**src/rtl/spad_pkg.sv**
```systemverilog
package spad_pkg;

    // Number of set bits in mask strictly below bit position pos.
    function automatic int unsigned ones_below(input logic [63:0] mask, input int unsigned pos);
        int unsigned n;
        n = 0;
        for (int i = 0; i < 64; i++) begin
            if ((i < pos) && mask[i]) n = n + 1;
        end
        return n;
    endfunction

    function automatic int unsigned ones_total(input logic [63:0] mask);
        return ones_below(mask, 64);
    endfunction

endpackage

```
**src/rtl/spad_addr_map.sv**
```systemverilog
// Splits an address into bank index and in-bank word index by a bit mask.
module spad_addr_map
    import spad_pkg::*;
#(
    parameter int unsigned       ADDR_W    = 5,
    parameter int unsigned       BANK_BITS = 2,
    parameter logic [ADDR_W-1:0] SEL_MASK  = 3
) (
    input  logic [ADDR_W-1:0]           addr,
    output logic [BANK_BITS-1:0]        bank,
    output logic [ADDR_W-BANK_BITS-1:0] word
);

    for (genvar i = 0; i < ADDR_W; i++) begin : g_bit
        localparam int unsigned RANK = ones_below(64'(SEL_MASK), i);
        if (SEL_MASK[i]) begin : g_sel
            assign bank[RANK] = addr[i];
        end else begin : g_word
            assign word[i - RANK] = addr[i];
        end
    end

endmodule

```
**src/rtl/spad_rr_arb.sv**
```systemverilog
// Round-robin arbiter for one bank: one grant per cycle among requesting ports.
module spad_rr_arb #(
    parameter int unsigned N = 4
) (
    input  logic         clk,
    input  logic         rst_n,
    input  logic [N-1:0] req,
    output logic [N-1:0] gnt
);

    localparam int unsigned PTR_W = (N > 1) ? $clog2(N) : 1;

    typedef struct packed {
        logic [PTR_W-1:0] ptr;
        logic [N-1:0]     last;
    } arb_state_t;

    arb_state_t st_d, st_q;
    logic [N-1:0] upper;
    logic [N-1:0] pick;

    always_comb begin
        st_d = st_q;
        for (int i = 0; i < N; i++) begin
            upper[i] = req[i] && (PTR_W'(i) >= st_q.ptr);
        end
        pick = (|upper) ? upper : req;
        gnt  = pick & (~pick + N'(1));
        st_d.last = gnt;
        for (int i = 0; i < N; i++) begin
            if (gnt[i]) st_d.ptr = (i == N - 1) ? '0 : PTR_W'(i + 1);
        end
    end

    always_ff @(posedge clk) begin
        if (!rst_n) st_q <= '0;
        else        st_q <= st_d;
    end

    AST_GNT_ONEHOT: assert property (@(posedge clk) disable iff (!rst_n)
        $onehot0(gnt));
    AST_GNT_SUBSET: assert property (@(posedge clk) disable iff (!rst_n)
        (gnt & ~req) == '0);
    AST_WORK_CONSERVING: assert property (@(posedge clk) disable iff (!rst_n)
        (|req) |-> (|gnt));

    for (genvar i = 0; i < N; i++) begin : g_rr_chk
        AST_RR_ROTATE: assert property (@(posedge clk) disable iff (!rst_n)
            (st_q.last[i] && |(req & ~(N'(1) << i))) |-> !gnt[i]);
    end

endmodule

```
**src/rtl/spad_bank.sv**
```systemverilog
// One single-port bank: a write or a registered read per cycle.
module spad_bank #(
    parameter int unsigned WORD_W = 3,
    parameter int unsigned DATA_W = 32
) (
    input  logic              clk,
    input  logic              en,
    input  logic              we,
    input  logic [WORD_W-1:0] word,
    input  logic [DATA_W-1:0] wdata,
    output logic [DATA_W-1:0] rdata
);

    localparam int unsigned DEPTH = 1 << WORD_W;

    typedef struct packed {
        logic [DEPTH-1:0][DATA_W-1:0] mem;
        logic [DATA_W-1:0]            rdata;
    } bank_state_t;

    bank_state_t st_d, st_q;

    always_comb begin
        st_d = st_q;
        if (en && we)  st_d.mem[word] = wdata;
        if (en && !we) st_d.rdata     = st_q.mem[word];
    end

    always_ff @(posedge clk) begin
        st_q <= st_d;
    end

    assign rdata = st_q.rdata;

endmodule

```
**src/rtl/banked_scratchpad.sv**
```systemverilog
module banked_scratchpad
    import spad_pkg::*;
#(
    parameter int unsigned       NUM_PORTS = 4,
    parameter int unsigned       ADDR_W    = 5,
    parameter int unsigned       DATA_W    = 32,
    parameter logic [ADDR_W-1:0] SEL_MASK  = 3,
    parameter int unsigned       CNT_W     = 16
) (
    input  logic                          clk,
    input  logic                          rst_n,
    input  logic [NUM_PORTS-1:0]          req_valid,
    input  logic [NUM_PORTS-1:0]          req_we,
    input  logic [NUM_PORTS*ADDR_W-1:0]   req_addr,
    input  logic [NUM_PORTS*DATA_W-1:0]   req_wdata,
    output logic [NUM_PORTS-1:0]          req_ready,
    output logic [NUM_PORTS-1:0]          rsp_valid,
    output logic [NUM_PORTS*DATA_W-1:0]   rsp_rdata,
    output logic [CNT_W-1:0]              stall_cycles
);

    localparam int unsigned BANK_BITS = ones_total(64'(SEL_MASK));
    localparam int unsigned NUM_BANKS = 1 << BANK_BITS;
    localparam int unsigned WORD_W    = ADDR_W - BANK_BITS;

    typedef struct packed {
        logic [NUM_PORTS-1:0]                rv;
        logic [NUM_PORTS-1:0][BANK_BITS-1:0] rbank;
        logic [CNT_W-1:0]                    cnt;
    } top_state_t;

    top_state_t st_d, st_q;

    logic [BANK_BITS-1:0] p_bank      [NUM_PORTS];
    logic [WORD_W-1:0]    p_word      [NUM_PORTS];
    logic [NUM_PORTS-1:0] gnt_by_bank [NUM_BANKS];
    logic [DATA_W-1:0]    bank_rdata  [NUM_BANKS];
    logic [NUM_PORTS-1:0] rdy;
    logic                 any_stall;

    // Address split per port
    for (genvar p = 0; p < NUM_PORTS; p++) begin : g_port
        spad_addr_map #(
            .ADDR_W    (ADDR_W),
            .BANK_BITS (BANK_BITS),
            .SEL_MASK  (SEL_MASK)
        ) u_map (
            .addr (req_addr[p*ADDR_W +: ADDR_W]),
            .bank (p_bank[p]),
            .word (p_word[p])
        );
        assign rsp_rdata[p*DATA_W +: DATA_W] = bank_rdata[st_q.rbank[p]];
    end

    // Per-bank arbitration and storage
    for (genvar b = 0; b < NUM_BANKS; b++) begin : g_bank
        logic [NUM_PORTS-1:0] breq;
        logic [NUM_PORTS-1:0] bgnt;
        logic                 bwe;
        logic [WORD_W-1:0]    bword;
        logic [DATA_W-1:0]    bwdata;

        always_comb begin
            for (int p = 0; p < NUM_PORTS; p++) begin
                breq[p] = req_valid[p] && (p_bank[p] == BANK_BITS'(b));
            end
        end

        spad_rr_arb #(.N(NUM_PORTS)) u_arb (
            .clk   (clk),
            .rst_n (rst_n),
            .req   (breq),
            .gnt   (bgnt)
        );

        always_comb begin
            bwe    = 1'b0;
            bword  = '0;
            bwdata = '0;
            for (int p = 0; p < NUM_PORTS; p++) begin
                if (bgnt[p]) begin
                    bwe    = req_we[p];
                    bword  = p_word[p];
                    bwdata = req_wdata[p*DATA_W +: DATA_W];
                end
            end
        end

        spad_bank #(.WORD_W(WORD_W), .DATA_W(DATA_W)) u_bank (
            .clk   (clk),
            .en    (|bgnt),
            .we    (bwe),
            .word  (bword),
            .wdata (bwdata),
            .rdata (bank_rdata[b])
        );

        assign gnt_by_bank[b] = bgnt;
    end

    always_comb begin
        for (int p = 0; p < NUM_PORTS; p++) begin
            rdy[p] = 1'b0;
            for (int b = 0; b < NUM_BANKS; b++) begin
                rdy[p] = rdy[p] | gnt_by_bank[b][p];
            end
        end
    end

    always_comb begin
        st_d    = st_q;
        st_d.rv = '0;
        for (int p = 0; p < NUM_PORTS; p++) begin
            if (req_valid[p] && rdy[p] && !req_we[p]) begin
                st_d.rv[p]    = 1'b1;
                st_d.rbank[p] = p_bank[p];
            end
        end
        any_stall = |(req_valid & ~rdy);
        if (any_stall && (st_q.cnt != '1)) st_d.cnt = st_q.cnt + CNT_W'(1);
    end

    always_ff @(posedge clk) begin
        if (!rst_n) st_q <= '0;
        else        st_q <= st_d;
    end

    assign req_ready    = rdy;
    assign rsp_valid    = st_q.rv;
    assign stall_cycles = st_q.cnt;

    for (genvar p = 0; p < NUM_PORTS; p++) begin : g_port_chk
        AST_RSP_FOLLOWS_READ: assert property (@(posedge clk) disable iff (!rst_n)
            (req_valid[p] && req_ready[p] && !req_we[p]) |=> rsp_valid[p]);
        AST_RSP_HAS_CAUSE: assert property (@(posedge clk) disable iff (!rst_n)
            rsp_valid[p] |-> $past(req_valid[p] && req_ready[p] && !req_we[p]));
        AST_READY_NEEDS_VALID: assert property (@(posedge clk) disable iff (!rst_n)
            req_ready[p] |-> req_valid[p]);
    end

    AST_CNT_HOLD_AT_MAX: assert property (@(posedge clk) disable iff (!rst_n)
        (stall_cycles == '1) |=> (stall_cycles == '1));
    AST_CNT_STEP: assert property (@(posedge clk) disable iff (!rst_n)
        (stall_cycles != $past(stall_cycles)) |->
            (stall_cycles == $past(stall_cycles) + CNT_W'(1)));

endmodule

```
**config.mk**
```make
export PLATFORM = sky130hd
export DESIGN_NAME = banked_scratchpad
export DESIGN_NICKNAME = d
export VERILOG_FILES = /design/src/rtl/spad_pkg.sv /design/src/rtl/spad_addr_map.sv /design/src/rtl/spad_rr_arb.sv /design/src/rtl/spad_bank.sv /design/src/rtl/banked_scratchpad.sv
export SDC_FILE = /design/constraint.sdc
export NUM_CORES = 2
export LEC_CHECK = 0
export BUFFER_PORTS_ARGS = -buffer_cell sky130_fd_sc_hd__buf_4
export CAP_MARGIN = 20
export CORE_MARGIN = 2
export CORE_UTILIZATION = 54
export CTS_BUF_LIST = sky130_fd_sc_hd__clkbuf_8
export CTS_CLUSTER_SIZE = 30
export DETAILED_ROUTE_END_ITERATION = 8
export GPL_TIMING_DRIVEN = 0
export PLACE_DENSITY_LB_ADDON = 0.05
export SLEW_MARGIN = 20
export SYNTH_ARGS = -nofsm -noshare
export SYNTH_HDL_FRONTEND = slang
export SYNTH_HIERARCHICAL = 1
export SYNTH_SLANG_ARGS = --single-unit
```
**constraint.sdc**
```tcl
create_clock -name clk -period 5.75 [get_ports clk]
set_clock_uncertainty 0.05 [all_clocks]
set_input_delay 0 -clock clk [delete_from_list [all_inputs] [get_ports clk]]
set_output_delay 0 -clock clk [all_outputs]
set_load 0.1 [all_outputs]
```
==> Word level (Yosys, flattened, before mapping) <==
Cells that the tools add are included.
{ "totals": {"ram_bits": 0, "word_cells": 301, "output_inout_bits": 152, "n_memories": 0, "input_bits": 158, "latchBits": 0, "romBits": 0, "regBits": 1188} }
{ "op_classes": {"muxes": 100, "n_div": 0, "shift": 0, "bitwise": 27, "eq_ne": 13, "n_reduce_logical": 82, "n_addsub": 5, "multipliers": 0, "order_cmp": 28} }
{ "ops": {"columns": ["op", "count"], "rows": [
  ["$bwmux 256", 4],
  ["$mux 32", 32],
  ["$bmux 32 s3", 4],
  ["$demux 32 s3", 4],
  ["$bmux 32 s2", 4],
  ["$logic_and 1x1->1", 53],
  ["$mux 3", 16],
  ["$reduce_or 4->1", 9],
  ["$mux 2", 12],
  ["$and 4x4->4", 5],
  ["$mux 1", 20],
  ["$not 4->4", 5],
  ["$add 16x1->16 const B", 1],
  ["$add 4x1->4 const B", 4],
  ["$eq 2x2->1 const B", 8],
  ["$ge 1x2->1 const A", 8],
  ["$ge 2x2->1 const A", 8],
  ["$lt 3x4->1 const B", 4],
  ["$mux 4", 4],
  ["$ne 16x16->1 const B", 1],
  ["$ge 3x1->1 const B", 4],
  ["$ge 3x3->1 const B", 4],
  ["$not 2->3", 4],
  ["$or 1x1->1", 12],
  ["6 further kinds", 25]
]} }

==> Logic depth before layout (Yosys ltp) <==
{ "depth": {"depth_word": 17, "depth_mapped": 18, "mapped_depth_nobuf": 13} }

==> Cells and area by module <==
The synthesis kept the hierarchy.
{ "by_module_without_submodules": {"columns": ["mod", "instances", "seq_area_each_um2", "cells_per_inst", "area_each_um2"], "rows": [
  ["spad_bank", 4, 8648.3, 449, 10916.7],
  ["banked_scratchpad", 1, 560.5, 1287, 9250.1],
  ["spad_rr_arb", 4, 40.0, 26, 206.4],
  ["spad_addr_map", 4, 0.0, 5, 37.5]
]} }

==> Least setup slack after synthesis <==
Ideal clock, no wire load.
{ "synth_path": {"kind": "input to register", "start": "in req_addr[1]", "end": "reg g_bank[0].u_bank/st_q[160] in the netlist's numbering, enable pin", "required_time_ps": 5239, "cell_stages": 15, "setup_ps": 461, "setup_slack_ps": 468, "t_arrival_ps": 4771, "path_cell_list": "buf_4 nor3b_1 nor2b_2 o22a_1 o22ai_1 and2_1 clkbuf_1 clkbuf_1 nor2_1 a21oi_1 o21ai_0 buf_2 buf_2 nand3_1 nor3_1"} }
{ "synth_via": {"word_cells_on_any_way": 14} }
{ "synth_rtl": {"columns": ["element", "line_no", "rtl"], "rows": [
  ["from (decl)", "banked_scratchpad.sv:14", "input logic [NUM_PORTS*ADDR_W-1:0] req_addr,"],
  ["$logic_not 2->1 (*)", "banked_scratchpad.sv:65", "breq[p] = req_valid[p] && (p_bank[p] == BANK_BITS'(b));"],
  ["$logic_and 1x1->1 (*)", "banked_scratchpad.sv:65", null],
  ["net g_bank[0].breq[0]", "banked_scratchpad.sv:57", "logic [NUM_PORTS-1:0] breq;"],
  ["$logic_and 1x1->1", "spad_rr_arb.sv:25", "upper[i] = req[i] && (PTR_W'(i) >= st_q.ptr);"],
  ["$reduce_or 4->1", "spad_rr_arb.sv:27", "pick = (|upper) ? upper : req;"],
  ["$mux 4 (*)", "spad_rr_arb.sv:27", null],
  ["$not 4->4", "spad_rr_arb.sv:28", "gnt = pick & (~pick + N'(1));"],
  ["$add 4x1->4", "spad_rr_arb.sv:28", null],
  ["$and 4x4->4 (*)", "spad_rr_arb.sv:28", null],
  ["net g_bank[0].bgnt[2]", "banked_scratchpad.sv:58", "logic [NUM_PORTS-1:0] bgnt;"],
  ["$mux 1 (2 in a row)", "banked_scratchpad.sv:81", "if (bgnt[p]) begin"],
  ["$logic_and 1x1->1 (*)", "spad_bank.sv:25", "if (en && we) st_d.mem[word] = wdata;"],
  ["to (signal assigned)", "spad_bank.sv:30", "st_q <= st_d;"],
  ["to (decl)", "spad_bank.sv:21", "bank_state_t st_d, st_q;"]
]} }
Mark *: on every way through the listed nets, which the timed path passes. The rest lies on a longest branch.
A chain may end at the register's enable or synchronous reset.

==> Worst setup path in the final report <==
{ "layout_path": {"start": "reg g_bank[1].u_arb/st_q[4] in the netlist's numbering", "end": "reg g_bank[1].u_bank/st_q[256] in the netlist's numbering, enable pin"} }
{ "layout_via": {"word_cells_on_any_way": 19} }
{ "layout_rtl": {"columns": ["element", "line_no", "rtl"], "rows": [
  ["from (decl)", "spad_rr_arb.sv:18", "arb_state_t st_d, st_q;"],
  ["from (signal assigned)", "spad_rr_arb.sv:37", "else st_q <= st_d;"],
  ["$ge 1x2->1 / $ge 2x2->1 (equally long branches)", "spad_rr_arb.sv:25", null],
  ["$logic_and 1x1->1", "spad_rr_arb.sv:25", null],
  ["$reduce_or 4->1", "spad_rr_arb.sv:27", null],
  ["$mux 4 (*)", "spad_rr_arb.sv:27", null],
  ["$not 4->4", "spad_rr_arb.sv:28", null],
  ["$add 4x1->4", "spad_rr_arb.sv:28", null],
  ["$and 4x4->4 (*)", "spad_rr_arb.sv:28", null],
  ["net g_bank[1].bgnt[2]", "banked_scratchpad.sv:58", null],
  ["$mux 1 (2 in a row)", "banked_scratchpad.sv:81", null],
  ["$logic_and 1x1->1 (*)", "spad_bank.sv:25", null],
  ["to (signal assigned)", "spad_bank.sv:30", null],
  ["to (decl)", "spad_bank.sv:21", null]
]} }
Marks and branches as above.

==> out/metrics.yaml <==
sta:
  setup_viol: 0
  min_period_over_period_pct: 98.8
  whs_ps: -29.9
  rsz0062_at_grt: "no"
  final.min_clock_period_ps: 5680
  tightest_slew_ps: 1260
  slew-limit-headroom_pct: 15.1
  fin_setup_tns_ps: 0
  hold_viol: 16
  slew_viol_final: 0
  max_freq_mhz: 176
logic_synthesis:
  synthFlopType: "edfxtp_1"
  synth_edf_count: 1152
  yosysSeqAreaShare_pct: 65.5
  synth_area_leaders: "edfxtp_1, mux4_2, a21oi_1"
  synth_top_cells_by_count: "edfxtp_1, mux4_2, a21oi_1"
  synthArstFlopShare_pct: 0
  netlist_area_sq_um: 53900
  ys_ff_latch: 1188
  synthesis.nets: 3366
  synth_most_common_cell: "edfxtp_1"
  yosysTopAreaCell: "edfxtp_1"
  yosys_warnings: 6
  synth_cell_types: 55
  synth_top_area_share_pct: 64.2
  postSynthCellCount: 3207
  syn_avg_cell_area_sq_um: 16.8
grt:
  grt_max_degree: 21
  grt-ovfl-total: 0
  grt_pass1_wl_microns: 254000
  first_global_vias: 35001
  grt_use_total_pct: 35.6
  antenna_found_initial: 11
job:
  cap_viol_max_count: 0
setup_path:
  crit_required_ps: 6270
  path_max_fanout: 13
  crit_type: "reg -> reg"
  arrival_ps: 6200
  startpoint_type: "register"
  critical_path.endpoint_type: "register"
floorplan:
  core-area_sq_um: 98700
  initial_core_util_pct: 54.6
  die_y_microns: 320
  row_count: 115
  io_pins: 310
  die_w_microns: 320
  dieArea_sq_um: 102000
routing:
  vias_per_cell: 6.49
  postRouteAntennaNets: 0
  drt_pass1_iterations: 6
  drt_iter0_drc: 4643
  vias: 35313
  wl_per_cell_microns: 33.2
  drt_wl_total_microns: 181000
  drc: 0
clock_tree:
  clockBufferDepth: 3
  cts_tree: "yes"
  cts_made_buffers: 191
  cts-root-buf: "clkbuf_8"
  path_clk_slew_ps: 60
  htreeDepth: 4
  insertion_delay_ps: 890
  cts_num_sinks: 1188
pwr:
  power_leakage_uw: 0.0209
  p_per_area_nw_per_um2: 322
  ir_worst_vdd_mv: 0.280
cells_and_area:
  syn2layout_area_growth_pct: 21.0
  nets: 4154
  final_area_sq_um: 65200
  drive_gt1_share_pct: 35.3
place:
  place_area_sq_um: 59500
  dp_hpwl_microns: 132000
  place_congestion: 0.982
  port_buffers: 289
run_status:
  violations: "negative hold slack"
  status: "complete, but fails checks"
hold_path:
  hold_class: "in -> reg"
==> where the power goes <==
group | switching, uW | internal (uW)
Combinational | 2680 | 1370
Sequential | 182 | 9850
Clock | 3470 | 3480
==> metrics by stage <==
| step | hold slack, ps | total power (uW) | setup WS, ps | utilization [%] | instances |
|---|---|---|---|---|---|
| floorplan | 95.9 | 12700 | 468 | - | 3207 |
| global placement | 307 | 13900 | -3800 | 58.4 | 4783 |
| detailed placement | 299 | 14100 | -2.60 | 60.3 | 4886 |
| CTS | 0.0421 | 21100 | 54.5 | 66.0 | 5427 |
| global route | 3.78 | 21600 | 14.5 | 66.0 | 5436 |
| finish | -29.9 | 21000 | 68.7 | 66.1 | 5442 |
==> final timing paths <==
path                           startpoint                          to  slack, ps  cells after the start
setup / recovery  g_bank[1].u_arb/st_q[4]  g_bank[1].u_bank/st_q[256]         70                     14
hold / removal               req_wdata[3]  g_bank[2].u_bank/st_q[195]        -30                      5
setup reg to reg  g_bank[1].u_arb/st_q[4]  g_bank[1].u_bank/st_q[256]         70                     14
hold reg to reg           stall_cycles[6]             stall_cycles[6]        460                      2
==> area by class of cell <==
class	instances	area (sq um)
repair buffers	596	5800
plain buffers	395	2400
well taps	1287	1610
flip-flops and latches	1188	35300
inverters	11	51.3
clock inverters	149	923
diodes	9	22.5
fillers	6855	33500
clock buffers	195	2680
multi-input cells	1612	16400
==> cell usage in the layout (no fill, tap or decap), types with 50 or more instances in the layout <==
master and count:
nor2_1 71, inv_1 59, buf_2 50, nand3b_1 108
mux4_2 384, a21oi_1 268, clkbuf_1 127, dlygate4sd3_1 201
clkbuf_8 195, buf_4 501, nand2_1 267, edfxtp_1 1152
o21ai_0 80, mux2_2 88, o21ai_1 69
==> state kept, by name, indices dropped and copies added, names as in the netlist <==
name / count
g_bank.u_bank/rdata: 128
st_q: 8
g_bank.u_arb/st_q: 8
stall_cycles: 16
rsp_valid: 4
g_bank.u_bank/st_q: 1024
==> repair_timing <==
action	CTS	global route
endpoints found under the setup margin	7	136
hold buffers	197	4
gates resized for setup	1	11
setup buffers	0	0
endpoints found under the hold margin	1081	24
pin swaps	0	0
==> worst max-delay path, stage by stage (launching register included) <==
cell      delay [ps]
dfxtp_1          480
nor2b_2          100
o22a_1           190
o22ai_1          120
and2_1           240
clkbuf_1         670
buf_1            470
a21oi_1          140
o21ai_0          470
buf_2            430
clkbuf_1         830
nand2_1          330
nor2_4           450
buf_16           220
buf_16           170
==> cell families after synthesis <==
kind of cell | Yosys count | share of synthesized area (%)
simple gates | 576 | 5.42
buf+inv | 407 | 4.55
mux | 522 | 19.2
flops | 1188 | 65.5
compound gates | 513 | 5.29
fa+ha+maj | 1 | 0.0232
==> routing by layer <==
| metal | up-vias | track usage (%) | routed length (microns) |
|---|---|---|---|
| li1 | 14303 | - | - |
| met1 | 18216 | 48.6 | 68800 |
| met2 | 2368 | 54.4 | 82200 |
| met3 | 422 | 8.06 | 19000 |
| met4 | 4 | 18.2 | 10700 |
| met5 | - | 0 | 27 |
(Power assumes the default switching activity.)
